`src/rtl/tri_alu_pkg.sv`:
```
`timescale 1ns/1ps
package tri_alu_pkg;

    typedef enum logic [4:0] {
        OP_ADD   = 5'd0,
        OP_ADDU  = 5'd1,
        OP_SUB   = 5'd2,
        OP_SUBU  = 5'd3,
        OP_AND   = 5'd4,
        OP_OR    = 5'd5,
        OP_XOR   = 5'd6,
        OP_NOR   = 5'd7,
        OP_SLT   = 5'd8,
        OP_SLTU  = 5'd9,
        OP_SLL   = 5'd10,
        OP_SRL   = 5'd11,
        OP_SRA   = 5'd12,
        OP_SLLV  = 5'd13,
        OP_SRLV  = 5'd14,
        OP_SRAV  = 5'd15,
        OP_ADDI  = 5'd16,
        OP_ADDIU = 5'd17,
        OP_ANDI  = 5'd18,
        OP_ORI   = 5'd19,
        OP_XORI  = 5'd20,
        OP_SLTI  = 5'd21,
        OP_SLTIU = 5'd22,
        OP_LUI   = 5'd23
    } alu_op_e;

    // Which datapath unit feeds the output register
    typedef enum logic [2:0] {
        U_NONE  = 3'd0,
        U_ADD   = 3'd1,
        U_LOGIC = 3'd2,
        U_CMP   = 3'd3,
        U_SHIFT = 3'd4,
        U_LUI   = 3'd5
    } unit_e;

    typedef enum logic [1:0] {
        LG_AND = 2'd0,
        LG_OR  = 2'd1,
        LG_XOR = 2'd2,
        LG_NOR = 2'd3
    } logic_fn_e;

    typedef enum logic [1:0] {
        SH_LL = 2'd0,
        SH_RL = 2'd1,
        SH_RA = 2'd2
    } shift_fn_e;

    typedef struct packed {
        unit_e     unit;
        logic      use_imm;
        logic      imm_sext;
        logic      subtract;
        logic      ovf_en;
        logic      cmp_signed;
        logic_fn_e lfn;
        shift_fn_e sfn;
        logic      var_shift;
    } ctrl_t;

endpackage

```
`src/rtl/tri_alu_decode.sv`:
```
`timescale 1ns/1ps
module tri_alu_decode
    import tri_alu_pkg::*;
(
    input  logic [4:0] op_i,
    output ctrl_t      ctrl_o
);

    alu_op_e op_e;

    always_comb begin
        op_e   = alu_op_e'(op_i);
        ctrl_o = '0;
        ctrl_o.unit = U_NONE;
        ctrl_o.lfn  = LG_AND;
        ctrl_o.sfn  = SH_LL;
        case (op_e)
            OP_ADD: begin
                ctrl_o.unit   = U_ADD;
                ctrl_o.ovf_en = 1'b1;
            end
            OP_ADDU: ctrl_o.unit = U_ADD;
            OP_SUB: begin
                ctrl_o.unit     = U_ADD;
                ctrl_o.subtract = 1'b1;
                ctrl_o.ovf_en   = 1'b1;
            end
            OP_SUBU: begin
                ctrl_o.unit     = U_ADD;
                ctrl_o.subtract = 1'b1;
            end
            OP_AND: begin ctrl_o.unit = U_LOGIC; ctrl_o.lfn = LG_AND; end
            OP_OR:  begin ctrl_o.unit = U_LOGIC; ctrl_o.lfn = LG_OR;  end
            OP_XOR: begin ctrl_o.unit = U_LOGIC; ctrl_o.lfn = LG_XOR; end
            OP_NOR: begin ctrl_o.unit = U_LOGIC; ctrl_o.lfn = LG_NOR; end
            OP_SLT: begin
                ctrl_o.unit       = U_CMP;
                ctrl_o.subtract   = 1'b1;
                ctrl_o.cmp_signed = 1'b1;
            end
            OP_SLTU: begin
                ctrl_o.unit     = U_CMP;
                ctrl_o.subtract = 1'b1;
            end
            OP_SLL:  begin ctrl_o.unit = U_SHIFT; ctrl_o.sfn = SH_LL; end
            OP_SRL:  begin ctrl_o.unit = U_SHIFT; ctrl_o.sfn = SH_RL; end
            OP_SRA:  begin ctrl_o.unit = U_SHIFT; ctrl_o.sfn = SH_RA; end
            OP_SLLV: begin ctrl_o.unit = U_SHIFT; ctrl_o.sfn = SH_LL; ctrl_o.var_shift = 1'b1; end
            OP_SRLV: begin ctrl_o.unit = U_SHIFT; ctrl_o.sfn = SH_RL; ctrl_o.var_shift = 1'b1; end
            OP_SRAV: begin ctrl_o.unit = U_SHIFT; ctrl_o.sfn = SH_RA; ctrl_o.var_shift = 1'b1; end
            OP_ADDI: begin
                ctrl_o.unit    = U_ADD;
                ctrl_o.use_imm = 1'b1;
                ctrl_o.ovf_en  = 1'b1;
            end
            OP_ADDIU: begin
                ctrl_o.unit    = U_ADD;
                ctrl_o.use_imm = 1'b1;
            end
            OP_ANDI: begin ctrl_o.unit = U_LOGIC; ctrl_o.lfn = LG_AND; ctrl_o.use_imm = 1'b1; end
            OP_ORI:  begin ctrl_o.unit = U_LOGIC; ctrl_o.lfn = LG_OR;  ctrl_o.use_imm = 1'b1; end
            OP_XORI: begin ctrl_o.unit = U_LOGIC; ctrl_o.lfn = LG_XOR; ctrl_o.use_imm = 1'b1; end
            OP_SLTI: begin
                ctrl_o.unit       = U_CMP;
                ctrl_o.subtract   = 1'b1;
                ctrl_o.cmp_signed = 1'b1;
                ctrl_o.use_imm    = 1'b1;
                ctrl_o.imm_sext   = 1'b1;
            end
            OP_SLTIU: begin
                ctrl_o.unit     = U_CMP;
                ctrl_o.subtract = 1'b1;
                ctrl_o.use_imm  = 1'b1;
                ctrl_o.imm_sext = 1'b1;
            end
            OP_LUI: ctrl_o.unit = U_LUI;
            default: ctrl_o.unit = U_NONE;
        endcase
    end

endmodule

```
`src/rtl/tri_alu_operand.sv`:
```
`timescale 1ns/1ps
module tri_alu_operand
    import tri_alu_pkg::*;
#(
    parameter int XLEN  = 32,
    parameter int IMM_W = 16,
    localparam int SH_W = $clog2(XLEN)
) (
    input  ctrl_t             ctrl_i,
    input  logic [XLEN-1:0]   opa_i,
    input  logic [XLEN-1:0]   opb_i,
    input  logic [SH_W-1:0]   shamt_i,
    input  logic [IMM_W-1:0]  imm_i,
    output logic [XLEN-1:0]   b_o,
    output logic [SH_W-1:0]   amt_o
);

    localparam int PAD_W = XLEN - IMM_W;

    logic              fill_bit;
    logic [XLEN-1:0]   imm_ext;

    always_comb begin
        fill_bit = ctrl_i.imm_sext & imm_i[IMM_W-1];
        imm_ext  = {{PAD_W{fill_bit}}, imm_i};
        b_o      = ctrl_i.use_imm ? imm_ext : opb_i;
        amt_o    = ctrl_i.var_shift ? opa_i[SH_W-1:0] : shamt_i;
    end

endmodule

```
`src/rtl/tri_alu_addsub.sv`:
```
`timescale 1ns/1ps
module tri_alu_addsub #(
    parameter int XLEN = 32
) (
    input  logic [XLEN-1:0] a_i,
    input  logic [XLEN-1:0] b_i,
    input  logic            sub_i,
    output logic [XLEN-1:0] sum_o,
    output logic            ovf_o,
    output logic            lt_s_o,
    output logic            lt_u_o
);

    localparam int MSB = XLEN - 1;

    logic [XLEN-1:0] b_x;
    logic [XLEN:0]   wide;

    always_comb begin
        b_x    = b_i ^ {XLEN{sub_i}};
        wide   = {1'b0, a_i} + {1'b0, b_x} + {{XLEN{1'b0}}, sub_i};
        sum_o  = wide[MSB:0];
        ovf_o  = (a_i[MSB] == b_x[MSB]) && (wide[MSB] != a_i[MSB]);
        // Valid when subtracting: no carry out means a borrow, so a < b unsigned
        lt_u_o = ~wide[XLEN];
        lt_s_o = wide[MSB] ^ ovf_o;
    end

endmodule

```
`src/rtl/tri_alu_shifter.sv`:
```
`timescale 1ns/1ps
module tri_alu_shifter
    import tri_alu_pkg::*;
#(
    parameter int XLEN = 32,
    localparam int SH_W = $clog2(XLEN)
) (
    input  logic [XLEN-1:0] val_i,
    input  logic [SH_W-1:0] amt_i,
    input  shift_fn_e       fn_i,
    output logic [XLEN-1:0] res_o
);

    logic fill;
    logic go_left;

    assign fill    = (fn_i == SH_RA) & val_i[XLEN-1];
    assign go_left = (fn_i == SH_LL);

    for (genvar k = 0; k < SH_W; k++) begin : g_stage
        localparam int D = 1 << k;
        logic [XLEN-1:0] din;
        logic [XLEN-1:0] dout;
        if (k == 0) begin : g_first
            assign din = val_i;
        end else begin : g_next
            assign din = g_stage[k-1].dout;
        end
        always_comb begin
            if (!amt_i[k]) begin
                dout = din;
            end else if (go_left) begin
                dout = {din[XLEN-1-D:0], {D{1'b0}}};
            end else begin
                dout = {{D{fill}}, din[XLEN-1:D]};
            end
        end
    end

    assign res_o = g_stage[SH_W-1].dout;

endmodule

```
`src/rtl/tri_alu.sv`:
```
`timescale 1ns/1ps
module tri_alu
    import tri_alu_pkg::*;
#(
    parameter int XLEN  = 32,
    parameter int IMM_W = 16,
    localparam int SH_W = $clog2(XLEN)
) (
    input  logic              clk,
    input  logic              rst_n,
    input  logic [4:0]        op,
    input  logic [XLEN-1:0]   opa,
    input  logic [XLEN-1:0]   opb,
    input  logic [SH_W-1:0]   shamt,
    input  logic [IMM_W-1:0]  imm,
    output logic [XLEN-1:0]   result,
    output logic              ovf
);

    localparam int LOW_W = XLEN - IMM_W;

    typedef struct packed {
        logic [XLEN-1:0] res;
        logic            ovf;
    } out_t;

    ctrl_t           ctrl;
    logic [XLEN-1:0] b_eff;
    logic [SH_W-1:0] sh_amt;
    logic [XLEN-1:0] sum;
    logic            add_ovf;
    logic            lt_s;
    logic            lt_u;
    logic [XLEN-1:0] sh_res;

    out_t out_d;
    out_t out_q;

    tri_alu_decode u_dec (
        .op_i   (op),
        .ctrl_o (ctrl)
    );

    tri_alu_operand #(.XLEN(XLEN), .IMM_W(IMM_W)) u_opnd (
        .ctrl_i  (ctrl),
        .opa_i   (opa),
        .opb_i   (opb),
        .shamt_i (shamt),
        .imm_i   (imm),
        .b_o     (b_eff),
        .amt_o   (sh_amt)
    );

    tri_alu_addsub #(.XLEN(XLEN)) u_add (
        .a_i    (opa),
        .b_i    (b_eff),
        .sub_i  (ctrl.subtract),
        .sum_o  (sum),
        .ovf_o  (add_ovf),
        .lt_s_o (lt_s),
        .lt_u_o (lt_u)
    );

    tri_alu_shifter #(.XLEN(XLEN)) u_shf (
        .val_i (opb),
        .amt_i (sh_amt),
        .fn_i  (ctrl.sfn),
        .res_o (sh_res)
    );

    always_comb begin
        out_d = '0;
        case (ctrl.unit)
            U_ADD: begin
                out_d.res = sum;
                out_d.ovf = ctrl.ovf_en & add_ovf;
            end
            U_CMP: begin
                out_d.res = {{(XLEN-1){1'b0}}, (ctrl.cmp_signed ? lt_s : lt_u)};
            end
            U_LOGIC: begin
                case (ctrl.lfn)
                    LG_AND:  out_d.res = opa & b_eff;
                    LG_OR:   out_d.res = opa | b_eff;
                    LG_XOR:  out_d.res = opa ^ b_eff;
                    default: out_d.res = ~(opa | b_eff);
                endcase
            end
            U_SHIFT: out_d.res = sh_res;
            U_LUI:   out_d.res = {imm, {LOW_W{1'b0}}};
            default: out_d = '0;
        endcase
    end

    always_ff @(posedge clk) begin
        if (!rst_n) begin
            out_q <= '0;
        end else begin
            out_q <= out_d;
        end
    end

    assign result = out_q.res;
    assign ovf    = out_q.ovf;

endmodule

```
`config.mk`:
```
export PLATFORM = sky130hd
export DESIGN_NAME = tri_alu
export DESIGN_NICKNAME = d
export VERILOG_FILES = /design/src/rtl/tri_alu_pkg.sv /design/src/rtl/tri_alu_decode.sv /design/src/rtl/tri_alu_operand.sv /design/src/rtl/tri_alu_addsub.sv /design/src/rtl/tri_alu_shifter.sv /design/src/rtl/tri_alu.sv
export SDC_FILE = /design/constraint.sdc
export NUM_CORES = 1
export LEC_CHECK = 0
export ABC_AREA = 1
export CORE_MARGIN = 10
export CORE_UTILIZATION = 53
export CTS_CLUSTER_DIAMETER = 40
export DETAILED_ROUTE_END_ITERATION = 7
export PLACE_DENSITY = 0.91
export SETUP_SLACK_MARGIN = 0.5
export SLEW_MARGIN = 20
export SYNTH_ARGS = -nofsm -noshare
export SYNTH_HDL_FRONTEND = slang
export SYNTH_HIERARCHICAL = 1
export SYNTH_SLANG_ARGS = --single-unit
```
`constraint.sdc`:
```
create_clock -name clk -period 3.5 [get_ports clk]
set_input_delay 0.7 -clock clk [delete_from_list [all_inputs] [get_ports clk]]
set_output_delay 0.7 -clock clk [all_outputs]
set_load 0.02 [all_outputs]
```
==> results of run 1 <==
cell usage after synthesis, drive strengths merged, types with 3 or more instances:
cell type and instances:
nor4 3, xor2 47, o21bai 7, o211ai 6, clkinv 4, nand4 28
a21o 7, nor2 151, clkbuf 15, nand2 678, o21a 5, a21oi 108
inv 211, o21ai 78, ha 95, dfxtp 33, buf 74, nor3 6
or2 25, nand3 282, nand3b 18
per-layer routing:
| layer | GRT usage, % | overflow |
|---|---|---|
| met5 | 67.9 | 3 |
| met4 | 84.0 | 132 |
| met3 | 79.9 | 49 |
| met2 | 94.6 | 235 |
| met1 | 80.7 | 32 |
through the flow:
step                      worst slack (ns)  cells
after floorplan                      0.297   1894
after global placement              -0.695   2456
after detailed placement            -0.830   2456
after CTS                            0.127   2496
timing repair:
item	4_1_cts
pin swaps	83
cloned	6
setup buffers	26
gates resized for setup	218
setup endpoints to repair	33
kinds of logic after synthesis:
logic type / Yosys count
flops: 33
simple gates: 1194
compound gates: 218
xor+xnor: 49
buf+inv: 304
fa+ha+maj: 96
==> reports/qor.csv, run 1 <==
stage,metric,value,unit
cts,cts_hold_buf,0,
logic_synthesis,syn_area,10400,um2
logic_synthesis,muxShareOfSynthArea,0,%
logic_synthesis,synth_area_leaders,"nand2_1 (24%), ha_1 (11%), nand3_1 (11%), inv_1 (7.0%), dfxtp_1 (6.4%)",
floorplan,chipWidth,160,um
cts,cts-root-buf,clkbuf_16,
logic_synthesis,async_flop_share,0,%
grt,grt_usage,84.5,%
logic_synthesis,yosysSeqAreaShare,6.38,%
run_status,outcome,did not finish,
logic_synthesis,synth-xor-area-share,4.22,%
floorplan,die_y,160,um
logic_synthesis,yosysUniqueCellTypes,54,
logic_synthesis,synth_edf_count,0,
placement,place_congestion,1.18,
logic_synthesis,syn-num-nets,2082,
logic_synthesis,syn_area_per_cell,5.47,um2
placement,portBuffers,124,
logic_synthesis,synth_top_cell_by_area,nand2_1,
sta,worst_path_end_type,register data pin,
placement,place_area,13600,um2
run_status,lastStage,global routing,
cts,htree_levels,2,
grt,gr-total-overflow,451,
cts,clockBufferDepth,2,
cts,cts_inserted_buffers,5,
cts,cts.sinks,33,
floorplan,num_io_pins,125,
logic_synthesis,syn-instance-count,1894,
placement,dp_hpwl,37200,um
run_status,firstError,[ERROR GRT-0232] Routing congestion too high. Check the congestion heatmap in the GUI.,
logic_synthesis,synth_top_family_by_area,simple AND/OR/NAND/NOR gates,
logic_synthesis,synth_flop_cell,dfxtp_1,
floorplan,start_util,53.5,%
logic_synthesis,ys_seq_elements,33,
logic_synthesis,synth_compound_area_share,11.5,%
sta,worst_endpoint,result[31]$_SDFF_PN0_/D,
floorplan,row_count,51,
logic_synthesis,synth_top_area_share,23.9,%
logic_synthesis,ys_warn_count,6,
logic_synthesis,synthSimpleGateAreaFrac,53.1,%
grt,grt_max_degree,36,
logic_synthesis,synthAdderAreaFrac,11.7,%
==> run 2: changes to the inputs <==
--- a/config.mk
+++ b/config.mk
@@ -7,11 +7,9 @@
 export LEC_CHECK = 0
 export ABC_AREA = 1
 export CORE_MARGIN = 10
-export CORE_UTILIZATION = 53
-export CTS_CLUSTER_DIAMETER = 40
+export CORE_UTILIZATION = 40
 export DETAILED_ROUTE_END_ITERATION = 7
-export PLACE_DENSITY = 0.91
-export SETUP_SLACK_MARGIN = 0.5
+export PLACE_DENSITY_LB_ADDON = 0.15
 export SLEW_MARGIN = 20
 export SYNTH_ARGS = -nofsm -noshare
 export SYNTH_HDL_FRONTEND = slang
==> constraint.sdc (replaced) <==
create_clock -name clk -period 4.5 [get_ports clk]
set_input_delay 0.9 -clock clk [delete_from_list [all_inputs] [get_ports clk]]
set_output_delay 0.9 -clock clk [all_outputs]
set_load 0.02 [all_outputs]
==> run 2 against run 1 <==
Effect of this change: the flow now finishes without violations; synthesized cell count unchanged; synthesized area unchanged.
==> reports/qor.csv, run 2 <==
stage,metric,value,unit,change
routing,wl,46900,um,
setup_path,critPathRequiredTime,4.68,ns,
run,maxCapViolations,0,,
setup_path,end_kind,flop,,
cts,cts-root-buf,clkbuf_16,,
finish,regArea,661,um2,
setup_path,slowest_stage,clkdlybuf4s50_1,,
grt,grtUsageMet1,35.4,%,
sta,worst_pin_slew,1.10,ns,
sta,hold_violations,0,,
cts,clockBufferDepth,2,,unchanged
routing,drcViolationCount,0,,
power,vdd_drop_max,0.152,mV,
run_status,outcome,"complete, no violations",,
setup_path,worstPathCellList,clkdlybuf4s50_1 > inv_2 > nand2_1 > o22ai_4 > inv_4 > buf_4 > nand2_1 > nand2_1 > xor2_1 > ha_1 > nand2_1 > nor2_1 > nand2_1 > nor4_2 > nand2_1 > nand4_1 > nand2_1 > nand4_1 > nand2_1 > nor2_1 > a21oi_1,,
cts,cts_inserted_buffers,5,,unchanged
finish,post-route-util,51.3,%,
power,p_leak,6.90,nW,
grt,gr-total-overflow,0,,
finish,multi_input_area,8400,um2,
floorplan,chipWidth,181,um,+13%
finish,final_common_cell,nand2_1,,
cts,cts_hold_buf,0,,unchanged
setup_path,crit_path_max_incr_delay,0.48,ns,
power,p_per_area,224,nW/um2,
setup_path,worst_setup_path_start_kind,primary input,,
setup_path,crit_buf_inv,4,,
routing,avgRoutedWirePerCell,19.4,um,
logic_synthesis,ys_warn_count,6,,unchanged
logic_synthesis,syn-instance-count,1894,,unchanged
cts,cts_tree,yes,,
logic_synthesis,synth_commonest_cells,"nand2_1 (659), nand3_1 (230), inv_1 (193), nor2_1 (132), a21oi_1 (104)",,
routing,vias,13100,,
logic_synthesis,synth_top_area_share,23.9,%,unchanged
placement,dp_hpwl,39400,um,+5.7%
grt,use_met3,2.58,%,
finish,fin_nets,2277,,
logic_synthesis,yosysSeqAreaShare,6.38,%,unchanged
grt,grt_pass1_wl,71400,um,
placement,place_congestion,1.05,,-11%
logic_synthesis,syn_area_per_cell,5.47,um2,unchanged
floorplan,core,25300,um2,
grt,antenna_found_initial,1,,
min_path,hp-class,primary input to flop,,
logic_synthesis,async_flop_share,0,%,unchanged
setup_path,crit_top_cell,nand2_1,,
floorplan,row_count,58,,+14%
sta,maxSlewHeadroom,26.8,%,
grt,top_usage_layer,met2,,
finish,antenna_cells,0,,
finish,final_cell_mix,"nand2_1 (654), nand3_1 (230), inv_1 (193), buf_4 (140), nor2_1 (131)",,
grt,grt_max_degree,42,,
grt,grt_pass1_vias,12300,,
routing,drtIter0Drc,1263,,
routing,drtPass1Iterations,6,,
cts,cts.sinks,33,,unchanged
logic_synthesis,synth_area_leaders,"nand2_1 (24%), ha_1 (11%), nand3_1 (11%), inv_1 (7.0%), dfxtp_1 (6.4%)",,
setup_path,worstPathMaxFanout,10,,
routing,ant_nets,0,,
floorplan,die_y,181,um,+13%
logic_synthesis,syn_area,10400,um2,unchanged
floorplan,die-area,32700,um2,
sta,whs,1.22,ns,
sta,rsz0062_at_grt,false,,
grt,grt_usage,27.3,%,
logic_synthesis,synth_edf_count,0,,unchanged
logic_synthesis,synth_most_common_cell,nand2_1,,
cts,clkTransAtPathRegs,0.06,ns,
sta,timing.final.crit_share,95.5,%,
setup_path,critPathTopFamily,simple AND/OR/NAND/NOR gates,,
logic_synthesis,synth_flop_cell,dfxtp_1,,
cts,htree_levels,2,,unchanged
logic_synthesis,yosysUniqueCellTypes,54,,unchanged
finish,largest_register_ff_count,32,,
finish,areaGrowthSynthToFinish,25.6,%,
sta,max_freq,233,MHz,
sta,final-setup-viol-count,0,,
sta,post-route-min-period,4.30,ns,
floorplan,num_io_pins,125,,unchanged
grt,grt_use_met2,46.6,%,
sta,final-max-slew-violation-count,0,,
logic_synthesis,syn-num-nets,2082,,unchanged
floorplan,start_util,40.9,%,-13 points
placement,portBuffers,124,,unchanged
setup_path,worstSetupPathType,primary input to flop,,
routing,vias_per_cell,5.41,,
finish,fillers,2711,,
setup_path,arrival,4.48,ns,
logic_synthesis,ys_seq_elements,33,,unchanged
logic_synthesis,synth_top_cell_by_area,nand2_1,,
finish,final_layout_size_suffix_gt1_share,15.1,%,
[run 2: per-layer routing]
layer  vias to the layer above  share of wire (%)
li1                       6464                  -
met1                      6097                 44
met2                       482                 47
met3                        59                6.0
met4                         0                2.9
met5                         -                  0
[run 2: final timing paths]
check             startpoint          to  slack [ns]  cells after the start
setup / recovery       op[2]  result[25]        0.20                     21
hold / removal         rst_n         ovf        1.22                      3
[run 2: area by class of cell]
class,count,share of cell area (%)
clock buffers,5,0.963
clock inverters,3,0.356
inverters,215,6.24
multi-input cells,1557,64.6
flip-flops and latches,33,5.08
well taps,330,3.18
repair buffers,277,19.6
[run 2: report_power, final]
part | leakage, nW | switching, mW | total, mW | internal (mW)
Sequential | 0.269 | 0.0112 | 0.333 | 0.321
Clock | 0.0800 | 0.165 | 0.428 | 0.263
Combinational | 6.55 | 1.32 | 2.15 | 0.830
Total | 6.90 | 1.49 | 2.91 | 1.41
[run 2: metrics by stage]
step | setup slack (ns) | TNS, ns | instance area, um2 | cells | power (mW)
after global placement | -0.179 | -0.179 | 12800 | 2411 | 2.43
final | 0.200 | 0 | 13000 | 2420 | 2.91
after global routing | 0.00766 | 0 | 13000 | 2420 | 3.12
after detailed placement | -0.108 | -0.129 | 12800 | 2411 | 2.43
after floorplan | 0.861 | 0 | 10400 | 1894 | 1.62
after CTS | 0.192 | 0 | 13000 | 2419 | 2.87
[run 2: repair_timing]
action | in CTS | in global routing
endpoints found under the hold margin | 0 | 0
setup endpoints to repair | 0 | 7
gates resized for setup | 0 | 9
setup buffers | 0 | 1
[run 2: cells by family (layout without fill, tap and decap cells)]
logic type | count (synthesis) | in the layout | share of synthesized area (%)
xor+xnor | 49 | 49 | 4.22
buf+inv | 304 | 500 | 13.1
fa+ha+maj | 96 | 96 | 11.7
flops | 33 | 33 | 6.38
compound gates | 218 | 218 | 11.5
simple gates | 1194 | 1194 | 53.1
[run 2: tightest hold or removal path, stage by stage]
cell	delay, ns
clkdlybuf4s50_1	0.44
nand3_1	0.10
nor2_1	0.04
No activity file was read; power rests on OpenSTA's default activity.
==> run 3: changes to the inputs <==
--- a/config.mk
+++ b/config.mk
@@ -6,9 +6,11 @@
 export NUM_CORES = 1
 export LEC_CHECK = 0
 export ABC_AREA = 1
-export CORE_MARGIN = 10
+export CORE_ASPECT_RATIO = 1.1
+export CORE_MARGIN = 2
 export CORE_UTILIZATION = 40
 export DETAILED_ROUTE_END_ITERATION = 7
+export HOLD_SLACK_MARGIN = 0.1
 export PLACE_DENSITY_LB_ADDON = 0.15
 export SLEW_MARGIN = 20
 export SYNTH_ARGS = -nofsm -noshare
==> run 3 against run 2 <==
Effect of this change: power shrank 2.5%; first-iteration DRC count is 21% lower; combinational power is essentially flat; maximum frequency increased by 0.99%; highest routed layer is now met5.
==> reports/qor.csv, run 3 (synthesis results as in run 2) <==
stage,metric,value,unit,change
grt,grt_pass1_wl,68700,um,-3.9%
grt,gr-total-overflow,0,,unchanged
power,vdd_drop_max,0.138,mV,-9.1%
routing,drcViolationCount,0,,unchanged
sta,maxSlewHeadroom,53.0,%,+26 points
sta,post-route-min-period,4.26,ns,-0.0423 ns
grt,grt_usage,32.5,%,+5.2 points
cts,cts.sinks,33,,unchanged
setup_path,arrival,4.46,ns,-0.02 ns
floorplan,chipWidth,157,um,-13%
floorplan,start_util,40.9,%,about the same
setup_path,critPathRequiredTime,4.71,ns,+0.03 ns
run,maxCapViolations,0,,unchanged
cts,htree_levels,2,,unchanged
sta,rsz0062_at_grt,true,,
routing,vias,13100,,+0.26%
min_path,worstHoldPathCells,3,,unchanged
cts,clkTransAtPathRegs,0.06,ns,about the same
min_path,hp-class,primary input to flop,,
run_status,outcome,"complete, no violations",,
setup_path,worst_setup_path_start_kind,primary input,,
finish,fin_nets,2325,,+2.1%
power,p_per_area,213,nW/um2,-4.8%
cts,clockBufferDepth,2,,unchanged
floorplan,die_y,173,um,-4.5%
setup_path,worstPathMaxFanout,17,,+7
cts,cts_tree,yes,,
finish,areaGrowthSynthToFinish,28.6,%,
sta,hold_violations,0,,unchanged
grt,grt_pass1_vias,12600,,+2.4%
sta,worst_pin_slew,0.704,ns,-0.393 ns
routing,vias_per_cell,5.29,,-2.4%
placement,portBuffers,124,,unchanged
power,p_total,2.84,mW,-2.5%
finish,final_cell_mix,"nand2_1 (656), nand3_1 (230), inv_1 (193), buf_4 (189), nor2_1 (131)",,
cts,cts_hold_buf,0,,unchanged
cts,cts_setup_buffers,0,,unchanged
cts,cts_inserted_buffers,5,,unchanged
grt,antenna_found_initial,5,,+4
finish,final_common_cell,nand2_1,,
routing,avgRoutedWirePerCell,18.1,um,-6.7%
cts,post_cts_resized,0,,unchanged
sta,timing.final.crit_share,94.6,%,-0.94 points
routing,ant_nets,0,,unchanged
sta,final-setup-viol-count,0,,unchanged
placement,dp_cells,2476,,+2.7%
sta,final-max-slew-violation-count,0,,unchanged
finish,fillers,2777,,+2.4%
placement,dp_hpwl,38000,um,-3.4%
setup_path,worstSetupPathType,primary input to flop,,
floorplan,num_io_pins,125,,unchanged
floorplan,row_count,61,,+5.2%
sta,max_freq,235,MHz,+0.99%
floorplan,core,25300,um2,about the same
power,p_leak,7.11,nW,+3.0%
finish,largest_register_ff_count,32,,unchanged
routing,drtPass1Iterations,5,,-1
floorplan,die-area,27200,um2,-17%
routing,wl,45000,um,-4.2%
setup_path,end_kind,flop,,
cts,cts-root-buf,clkbuf_16,,
grt,grt_max_degree,44,,+4.8%
routing,drtIter0Drc,999,,-21%
placement,place_congestion,0.978,,-6.8%
finish,final_layout_size_suffix_gt1_share,16.8,%,+1.7 points
finish,stdcell_count,2485,,+2.7%
run 3: changes by cell type in the layout (fill, tap and decap cells not counted), moves of 2 or more:
cell and change:
buf_4 +49, diode_2 +2, nand2_1 +2, nand2_2 -2
run 3: path summary, 6_finish.rpt:
check	startpoint	endpoint
hold / removal	rst_n	ovf
setup / recovery	op[2]	result[19]
run 3: metal layers:
metal  vias to the layer above  track usage, %  share of wire [%]
met3                        88            2.73                5.3
met1                      6077            39.7                 41
met4                         2            13.8                4.4
met5                         -               0              0.029
met2                       405            57.7                 50
li1                       6564               -                  -
run 3: cell type report:
class                           instances  area, um2  area share, %
Clock inverter                          1       7.51         0.0564
Antenna cell                            2       5.00         0.0376
Timing Repair Buffer                  325       2890           21.7
Tap cell                              346        433           3.25
Clock buffer                            6        139           1.04
Sequential cell                        33        661           4.96
Multi-Input combinational cell       1557       8370           62.9
Inverter                              215        808           6.07
run 3: through the flow:
stage	setup slack [ns]	util, %	TNS [ns]	area, um2	hold WS, ns
floorplan	0.861	-	0	10400	1.04
global placement	0.00513	51.9	0	13200	1.59
detailed placement	-0.0445	51.9	-0.105	13200	1.59
CTS	0.222	52.5	0	13300	1.29
global route	-0.0160	52.5	-0.0160	13300	1.32
finish	0.243	52.5	0	13300	1.29
run 3: report_power, final:
part | total (mW) | internal [mW] | leakage (nW) | switching [mW]
Clock | 0.365 | 0.218 | 0.0690 | 0.147
Sequential | 0.331 | 0.321 | 0.269 | 0.00928
Combinational | 2.14 | 0.860 | 6.77 | 1.28
run 3: worst max-delay path, stage by stage:
cell	delay [ns]
clkdlybuf4s50_1	0.48
inv_2	0.08
nand2_1	0.08
o22ai_2	0.21
buf_6	0.21
nand3_4	0.25
nand2_1	0.19
xor2_1	0.16
ha_1	0.30
a21oi_1	0.23
nand2_1	0.13
a21oi_1	0.27
buf_4	0.16
nand3_1	0.09
xor2_1	0.22
nand4_1	0.12
nand2_1	0.08
nor2_1	0.04
buf_4	0.14
a21oi_1	0.11
